`src/rtl/spi_fc_pkg.sv`:
```
package spi_fc_pkg;

    typedef enum logic [1:0] {
        ST_IDLE,
        ST_SHIFT,
        ST_COMMIT,
        ST_FETCH
    } fc_state_e;

    localparam logic [7:0] STATUS_BASE = 8'h05;
    localparam logic [7:0] STATUS_FERR = 8'h40;

endpackage

```
`src/rtl/spi_fc_sync.sv`:
```
module spi_fc_sync #(
    parameter int              WIDTH   = 1,
    parameter int              STAGES  = 2,
    parameter logic [WIDTH-1:0] RST_VAL = '0
) (
    input  logic             clk,
    input  logic             rst_n,
    input  logic [WIDTH-1:0] din,
    output logic [WIDTH-1:0] dout
);

    logic [WIDTH-1:0] chain [STAGES];

    for (genvar s = 0; s < STAGES; s++) begin : g_stage
        if (s == 0) begin : g_first
            always_ff @(posedge clk or negedge rst_n) begin
                if (!rst_n) chain[s] <= RST_VAL;
                else        chain[s] <= din;
            end
        end else begin : g_next
            always_ff @(posedge clk or negedge rst_n) begin
                if (!rst_n) chain[s] <= RST_VAL;
                else        chain[s] <= chain[s-1];
            end
        end
    end

    assign dout = chain[STAGES-1];

endmodule

```
`src/rtl/spi_fc_shifter.sv`:
```
module spi_fc_shifter #(
    parameter int RX_W  = 24,
    parameter int TX_W  = 24,
    parameter int CNT_W = 5
) (
    input  logic             clk,
    input  logic             rst_n,
    input  logic             start,
    input  logic             active,
    input  logic             sclk_rise,
    input  logic             sclk_fall,
    input  logic             mosi,
    input  logic [TX_W-1:0]  tx_word,
    output logic [RX_W-1:0]  rx_word,
    output logic [CNT_W-1:0] bit_cnt,
    output logic             miso_bit
);

    localparam logic [CNT_W-1:0] CNT_SAT = CNT_W'(RX_W + 1);

    logic [TX_W-1:0] tx_q;

    always_ff @(posedge clk or negedge rst_n) begin
        if (!rst_n) begin
            rx_word <= '0;
            bit_cnt <= '0;
            tx_q    <= '0;
        end else if (start) begin
            rx_word <= '0;
            bit_cnt <= '0;
            tx_q    <= tx_word;
        end else if (active) begin
            if (sclk_rise) begin
                for (int b = 0; b < RX_W; b++) begin
                    if (bit_cnt == CNT_W'(RX_W - 1 - b)) rx_word[b] <= mosi;
                end
                if (bit_cnt != CNT_SAT) bit_cnt <= bit_cnt + 1'b1;
            end
            if (sclk_fall) tx_q <= {tx_q[TX_W-2:0], 1'b0};
        end
    end

    assign miso_bit = tx_q[TX_W-1];

endmodule

```
`src/rtl/spi_fc_ctrl.sv`:
```
module spi_fc_ctrl
    import spi_fc_pkg::*;
#(
    parameter int ADDR_W = 7,
    parameter int DATA_W = 16,
    parameter int RX_W   = 24,
    parameter int TX_W   = 24,
    parameter int CNT_W  = 5
) (
    input  logic              clk,
    input  logic              rst_n,
    input  logic              cs_n_s,
    input  logic [RX_W-1:0]   rx_word,
    input  logic [CNT_W-1:0]  bit_cnt,
    input  logic [DATA_W-1:0] reg_rdata,
    output logic              start,
    output logic              active,
    output logic [TX_W-1:0]   tx_word,
    output logic              wr_en,
    output logic              rd_en,
    output logic [ADDR_W-1:0] addr,
    output logic [DATA_W-1:0] wdata
);

    fc_state_e         state_q, state_d;
    logic              ferr_q;
    logic [DATA_W-1:0] rsp_q;
    logic              is_read;
    logic              has_clk;

    assign is_read = rx_word[RX_W-1];
    assign has_clk = (bit_cnt != '0);

    // state register
    always_ff @(posedge clk or negedge rst_n) begin
        if (!rst_n) state_q <= ST_IDLE;
        else        state_q <= state_d;
    end

    // transitions
    always_comb begin
        state_d = state_q;
        unique case (state_q)
            ST_IDLE:   if (!cs_n_s) state_d = ST_SHIFT;
            ST_SHIFT:  if (cs_n_s)  state_d = ST_COMMIT;
            ST_COMMIT: state_d = (has_clk && is_read) ? ST_FETCH : ST_IDLE;
            ST_FETCH:  state_d = ST_IDLE;
            default:   state_d = ST_IDLE;
        endcase
    end

    // frame verdict and held response
    always_ff @(posedge clk or negedge rst_n) begin
        if (!rst_n) begin
            ferr_q <= 1'b0;
            rsp_q  <= '0;
        end else if (state_q == ST_COMMIT) begin
            ferr_q <= (bit_cnt != CNT_W'(RX_W));
            if (has_clk && !is_read) rsp_q <= '0;
        end else if (state_q == ST_FETCH) begin
            rsp_q <= reg_rdata;
        end
    end

    // outputs
    always_comb begin
        start  = 1'b0;
        active = 1'b0;
        wr_en  = 1'b0;
        rd_en  = 1'b0;
        unique case (state_q)
            ST_IDLE:   start  = !cs_n_s;
            ST_SHIFT:  active = 1'b1;
            ST_COMMIT: begin
                wr_en = has_clk && !is_read;
                rd_en = has_clk && is_read;
            end
            ST_FETCH:  ;
            default:   ;
        endcase
    end

    assign addr    = rx_word[RX_W-2 -: ADDR_W];
    assign wdata   = rx_word[DATA_W-1:0];
    assign tx_word = {STATUS_BASE | (ferr_q ? STATUS_FERR : 8'h00), rsp_q};

endmodule

```
`src/rtl/spi_frame_port.sv`:
```
module spi_frame_port #(
    parameter int ADDR_W      = 7,
    parameter int DATA_W      = 16,
    parameter int SYNC_STAGES = 2
) (
    input  logic              clk,
    input  logic              rst_n,
    input  logic              spi_sclk,
    input  logic              spi_cs_n,
    input  logic              spi_mosi,
    output logic              spi_miso,
    output logic              spi_miso_oe,
    output logic              reg_wr_en,
    output logic              reg_rd_en,
    output logic [ADDR_W-1:0] reg_addr,
    output logic [DATA_W-1:0] reg_wdata,
    input  logic [DATA_W-1:0] reg_rdata
);

    localparam int RX_W  = 1 + ADDR_W + DATA_W;
    localparam int TX_W  = 8 + DATA_W;
    localparam int CNT_W = $clog2(RX_W + 2);

    logic [2:0]       pins_s;
    logic             cs_n_s, sclk_s, mosi_s, sclk_d;
    logic             start, active;
    logic [TX_W-1:0]  tx_word;
    logic [RX_W-1:0]  rx_word;
    logic [CNT_W-1:0] bit_cnt;

    spi_fc_sync #(
        .WIDTH   (3),
        .STAGES  (SYNC_STAGES),
        .RST_VAL (3'b100)
    ) u_sync (
        .clk   (clk),
        .rst_n (rst_n),
        .din   ({spi_cs_n, spi_sclk, spi_mosi}),
        .dout  (pins_s)
    );

    assign {cs_n_s, sclk_s, mosi_s} = pins_s;

    always_ff @(posedge clk or negedge rst_n) begin
        if (!rst_n) sclk_d <= 1'b0;
        else        sclk_d <= sclk_s;
    end

    spi_fc_shifter #(
        .RX_W  (RX_W),
        .TX_W  (TX_W),
        .CNT_W (CNT_W)
    ) u_shift (
        .clk       (clk),
        .rst_n     (rst_n),
        .start     (start),
        .active    (active),
        .sclk_rise (sclk_s & ~sclk_d),
        .sclk_fall (~sclk_s & sclk_d),
        .mosi      (mosi_s),
        .tx_word   (tx_word),
        .rx_word   (rx_word),
        .bit_cnt   (bit_cnt),
        .miso_bit  (spi_miso)
    );

    spi_fc_ctrl #(
        .ADDR_W (ADDR_W),
        .DATA_W (DATA_W),
        .RX_W   (RX_W),
        .TX_W   (TX_W),
        .CNT_W  (CNT_W)
    ) u_ctrl (
        .clk       (clk),
        .rst_n     (rst_n),
        .cs_n_s    (cs_n_s),
        .rx_word   (rx_word),
        .bit_cnt   (bit_cnt),
        .reg_rdata (reg_rdata),
        .start     (start),
        .active    (active),
        .tx_word   (tx_word),
        .wr_en     (reg_wr_en),
        .rd_en     (reg_rd_en),
        .addr      (reg_addr),
        .wdata     (reg_wdata)
    );

    assign spi_miso_oe = active;

endmodule

```
`config.mk`:
```
export PLATFORM = sky130hd
export DESIGN_NAME = spi_frame_port
export DESIGN_NICKNAME = d
export VERILOG_FILES = /design/src/rtl/spi_fc_pkg.sv /design/src/rtl/spi_fc_sync.sv /design/src/rtl/spi_fc_shifter.sv /design/src/rtl/spi_fc_ctrl.sv /design/src/rtl/spi_frame_port.sv
export SDC_FILE = /design/constraint.sdc
export NUM_CORES = 1
export LEC_CHECK = 0
export ABC_AREA = 0
export BUFFER_PORTS_ARGS = -buffer_cell sky130_fd_sc_hd__buf_2
export CAP_MARGIN = 20
export CORE_AREA = 2 2 98 100
export CTS_BUF_LIST = sky130_fd_sc_hd__clkbuf_4 sky130_fd_sc_hd__clkbuf_8 sky130_fd_sc_hd__clkbuf_16
export CTS_CLUSTER_DIAMETER = 200
export DETAILED_ROUTE_END_ITERATION = 7
export DIE_AREA = 0 0 100 102
export PLACE_DENSITY = 0.69
export SYNTH_ARGS = -nofsm -noshare
export SYNTH_HDL_FRONTEND = slang
export SYNTH_SLANG_ARGS = --single-unit
```
`constraint.sdc`:
```
create_clock -name clk -period 4.74 [get_ports clk]
set_clock_uncertainty 0.05 [all_clocks]
set_input_delay 0.948 -clock clk [delete_from_list [all_inputs] [get_ports clk]]
set_output_delay 0.948 -clock clk [all_outputs]
set_load 0.005 [all_outputs]
```
-- Word level (Yosys, flattened, before mapping)
Index checks and enable logic that the tools add are counted.
- add/subtract/negate cells: 1
- eq/ne operators: 31
- mux-type cells: 46
- bitwise gates (word level): 4
- reductions and logical operators: 64
- operators by type and width (kind ; number):
    $mux 24 ; 6
    $reduce_and 3->1 ; 25
    $reduce_bool 2->1 ; 29
    $mux 16 ; 3
    $eq 5x4->1 const B ; 8
    $eq 5x5->1 const B ; 8
    $mux 1 ; 28
    $eq 5x3->1 const B ; 4
    $mux 5 ; 4
    $eq 5x2->1 const B ; 2
    $ne 5x5->1 const B ; 2
    $pmux 2 s4 ; 1
    $mux 7 ; 1
    $mux 2 ; 3
    $ne 2x2->1 const B ; 3
    $reduce_and 2->1 ; 3
    $add 5x1->5 const B ; 1
    $eq 5x1->1 const B ; 1
    $logic_not 5->1 ; 1
    $reduce_bool 5->1 ; 1
    $eq 2x2->1 const B ; 2
    $and 1x1->1 ; 2
    $eq 2x1->1 const B ; 1
    $logic_and 1x1->1 ; 2
    3 further kinds ; 5
- flip-flop bits (word level): 79
- bits of input ports: 21
- output and inout bits: 27

-- Longest topological paths before layout
- depth after elaboration: 5
- depth in mapped cells: 7
- mapped depth without buffers: 5

-- Modules after synthesis
From an unflattened synthesis, not the netlist that was laid out.
- cells, all modules: 385
- area, all modules: 4043.9 sq um
- by module, submodules not included (module ; instances ; cells an instance ; area an instance (sq um) ; sequential area each (sq um)):
    spi_fc_shifter ; 1 ; 250 ; 2643.8 ; 1326.3
    spi_fc_ctrl ; 1 ; 123 ; 1184.9 ; 475.5
    spi_fc_sync ; 1 ; 9 ; 175.2 ; 152.6
    spi_frame_port ; 1 ; 3 ; 40.0 ; 25.0

-- Worst setup path before layout
Ideal clock, no wire load.
- path type: register to output
- from: register u_shift.bit_cnt[0]
- to: output reg_wr_en
- data arrival time: 1638 ps
- setup slack: 2104 ps
- cell stages (with the launch flop): 7
- path through: dfrtp_1 -> inv_1 -> ha_1 -> or4b_1 -> and3b_1 -> clkbuf_2 -> nor2b_1
- cells in the longest elaborated chain, start to end: 3
- RTL lines (element ; RTL line ; text):
    from (decl) ; spi_fc_shifter.sv:15 ; output logic [CNT_W-1:0] bit_cnt,
    from (signal assigned) ; spi_fc_shifter.sv:37 ; if (bit_cnt != CNT_SAT) bit_cnt <= bit_cnt + 1'b1;
    $reduce_bool 5->1 ; spi_fc_ctrl.sv:32 ; assign has_clk = (bit_cnt != '0);
    $logic_and 1x1->1 ; spi_fc_ctrl.sv:75 ; wr_en = has_clk && !is_read;
    $mux 1 ; spi_fc_ctrl.sv:71 ; unique case (state_q)
    to (decl) ; spi_frame_port.sv:13 ; output logic reg_wr_en,
Every way passes these cells.

-- Worst setup path after layout
Ends and elaborated chain as after synthesis.

==> flow_summary.ini <==
[status]
status = complete, no violations

[timing]
tightest_slew_ns = 0.979
max_freq_ghz = 0.291
hold_viol_final = 0
tns_ns = 0
max_slew_margin = 0.348
rsz0062_at_grt = false
slew_viol_final = 0
finalSetupViolCount = 0
finalCritPeriodShare = 0.726
period_needed_ns = 3.44

[layout]
fin_nets = 375
layout.cells.non_filler = 465
num_antenna_cells = 0
ff_latch_area_um2 = 1980
drive_above_1_share = 0.308
area_growth_pct = 8.13
final_core_util = 0.459
multi_input_area_um2 = 1550
nFillCells = 833

[routing]
wire_per_inst_um = 15.4
vias = 2504
antenna_left = 0
drt-vias-per-instance = 5.38
drt_iter0_markers = 193
drc_errors = 0
drt_first_pass_iters = 4
wl_mm = 7.15

[floorplanning]
die_h_um = 102
die_w_um = 100
core_area_um2 = 9110
die_area_um2 = 10200
start_util = 0.424
core.rowCount = 35
num_io_pins = 48

[yosys]
syn_inst = 334
synth_top_cell_by_area = dfrtp_1
ys_seq_elements = 79
yosysTopAreaCellShare = 0.499
syn_nets = 360
yosysSeqAreaShare = 0.512
netlist_area_um2 = 3860
yosysWarnings = 0
synth_area_leaders = dfrtp_1, mux2_4, buf_4
synth_edf_count = 0
synthArstFlopShare = 1.00
yosysUniqueCellTypes = 42
syn_avg_cell_area_um2 = 11.6
ys.flop_type = dfrtp_1

[clock_tree]
root_buffer = clkbuf_8
clock-sinks = 79
cts_resized = 0
post-cts-setup-buffers = 0
postCtsHoldBufs = 0
h-tree-depth = 3
clk_pin_slew_worst_paths_ns = 0.07
clock_latency_ns = 0.35
numCtsBuffers = 9
cts_tree = done
clockBufferDepth = 2

[power_and_ir_drop]
p_comb_frac = 0.213
cell_internal_pwr_mw = 1.38
power_switching_mw = 0.490
p_leak_nw = 2.04
peakVddDrop_v = 0.000180
power_switching_share = 0.261
clock_power_share = 0.301
sequentialPowerShare = 0.486
cellPowerDensity_nw_per_um2 = 449

[setup_path]
startpoint_type = flip-flop
worstSetupPathType = reg2out
crit_fanout = 17
startpoint = u_shift.bit_cnt[0]
required_ns = 3.74
r2r_start = u_ctrl.state_q[1]
crit_arrival_ns = 2.44
crit_path_end_kind = output pin

[global_routing]
grt_max_degree = 80
grt_pass1_wl_mm = 12.0
antenna_found_initial = 0
grt-ovfl-total = 0
grt_pass1_vias = 2422
grt_usage = 0.149

[place]
dp.cells = 449
portBuffers = 47
gp_congestion = 0.814
hpwlAfterDp_mm = 4.64

[min_path]
hp-class = reg2reg
hold_path.startpoint = u_sync.chain[4]

[run]
drv_cap = 0
-- through the flow --
stage	worst slack (ns)	hold slack (ns)	instance area, um^2	power, mW
detailed placement	1.65	0.290	3950	1.33
CTS	1.25	0.308	4180	1.89
global route	1.09	0.321	4180	1.98
floorplan	2.10	0.281	3860	1.24
finish	1.30	0.305	4180	1.87
global placement	1.72	0.283	3950	1.31
-- layer usage --
metal  vias to the layer above  GRT usage  share of wire
li1                       1192          -              -
met2                        54      0.228           0.46
met1                      1251      0.206           0.48
met4                         0     0.0611          0.015
met5                         -          0              0
met3                         7     0.0363          0.043
-- kinds of logic after synthesis --
group / count (synthesis) / synth area share
buffers and inverters: 53 / 0.0877
DFF: 79 / 0.512
adders and majority gates: 5 / 0.0162
AOI/OAI and AO/OA: 71 / 0.129
and+or+nand+nor: 82 / 0.104
muxes: 44 / 0.151
-- power groups by stage --
stage                     clock [mW]  sequential (mW)  combinational (mW)
after detailed placement           0            0.923               0.405
after global placement             0            0.915               0.392
after global routing           0.605            0.934               0.443
after CTS                      0.577            0.912               0.405
final                          0.564            0.911               0.400
after floorplan                    0            0.894               0.344
-- layout by cell type, fill, tap and decap left out, drive strengths merged, types with 2 or more instances in the layout --
cell type	count
dfrtp	77
buf	49
nand2	43
mux2	36
a31oi	20
o21ai	18
o2bb2ai	15
clkbuf	11
inv	8
nor2b	8
mux2i	8
nor2	8
a22o	8
ha	5
and3	4
a41oi	4
nand3	4
and3b	2
nand2b	2
or2	2
bufinv	2
dfstp	2
a21oi	2
clkinv	2
-- final cells by class --
type | count | area share
Sequential cell | 79 | 0.474
Multi-Input combinational cell | 202 | 0.371
Timing Repair Buffer | 49 | 0.0605
Clock buffer | 11 | 0.0347
Tap cell | 111 | 0.0332
Clock inverter | 5 | 0.0195
Inverter | 8 | 0.00719
-- path summary, 6_finish.rpt --
kind / endpoint / slack [ns] / cells after the start
max reg2reg: u_shift.bit_cnt[1] / 2.53 / 3
min reg2reg: u_sync.dout[1] / 0.30 / 0
min in group asynchronous: u_shift.rx_word[5] / 0.69 / 1
min: u_sync.dout[1] / 0.30 / 0
max in group asynchronous: sclk_d / 3.31 / 1
max: reg_wr_en / 1.30 / 6
-- synthesized netlist by cell type, types with 2 or more instances --
master and instances:
or2_2 2, o21ai_1 3, mux2_2 10, o2bb2ai_1 15, mux2i_1 8, nor2b_1 8, buf_6 3, ha_1 5
nor2_1 8, nand2_1 43, dfrtp_1 77, dfstp_2 2, and3b_1 2, clkbuf_1 10, a22o_1 8, and3_1 4
buf_2 5, inv_1 8, mux2_4 26, nand2b_1 2, a31oi_1 20, a41oi_1 4, o21ai_0 15, nand3_1 4
buf_4 25
-- worst max-delay path, cell delays in order, from the launching register on --
cell and delay (ns):
dfrtp_1 0.44, inv_1 0.11, ha_1 0.29, or4b_1 0.51
and3b_1 0.39, nor2b_1 0.22, buf_2 0.13
-- sequential cells by signal (all words and copies together), names as in the netlist --
signal           cells
u_ctrl.state_q       2
u_shift.tx_q        24
sclk_d               1
u_sync.chain         3
u_shift.rx_word     24
u_shift.bit_cnt      5
u_ctrl.rsp_q        16
u_sync.dout          3
u_ctrl.ferr_q        1
No activity file was read; power rests on OpenSTA's default activity.
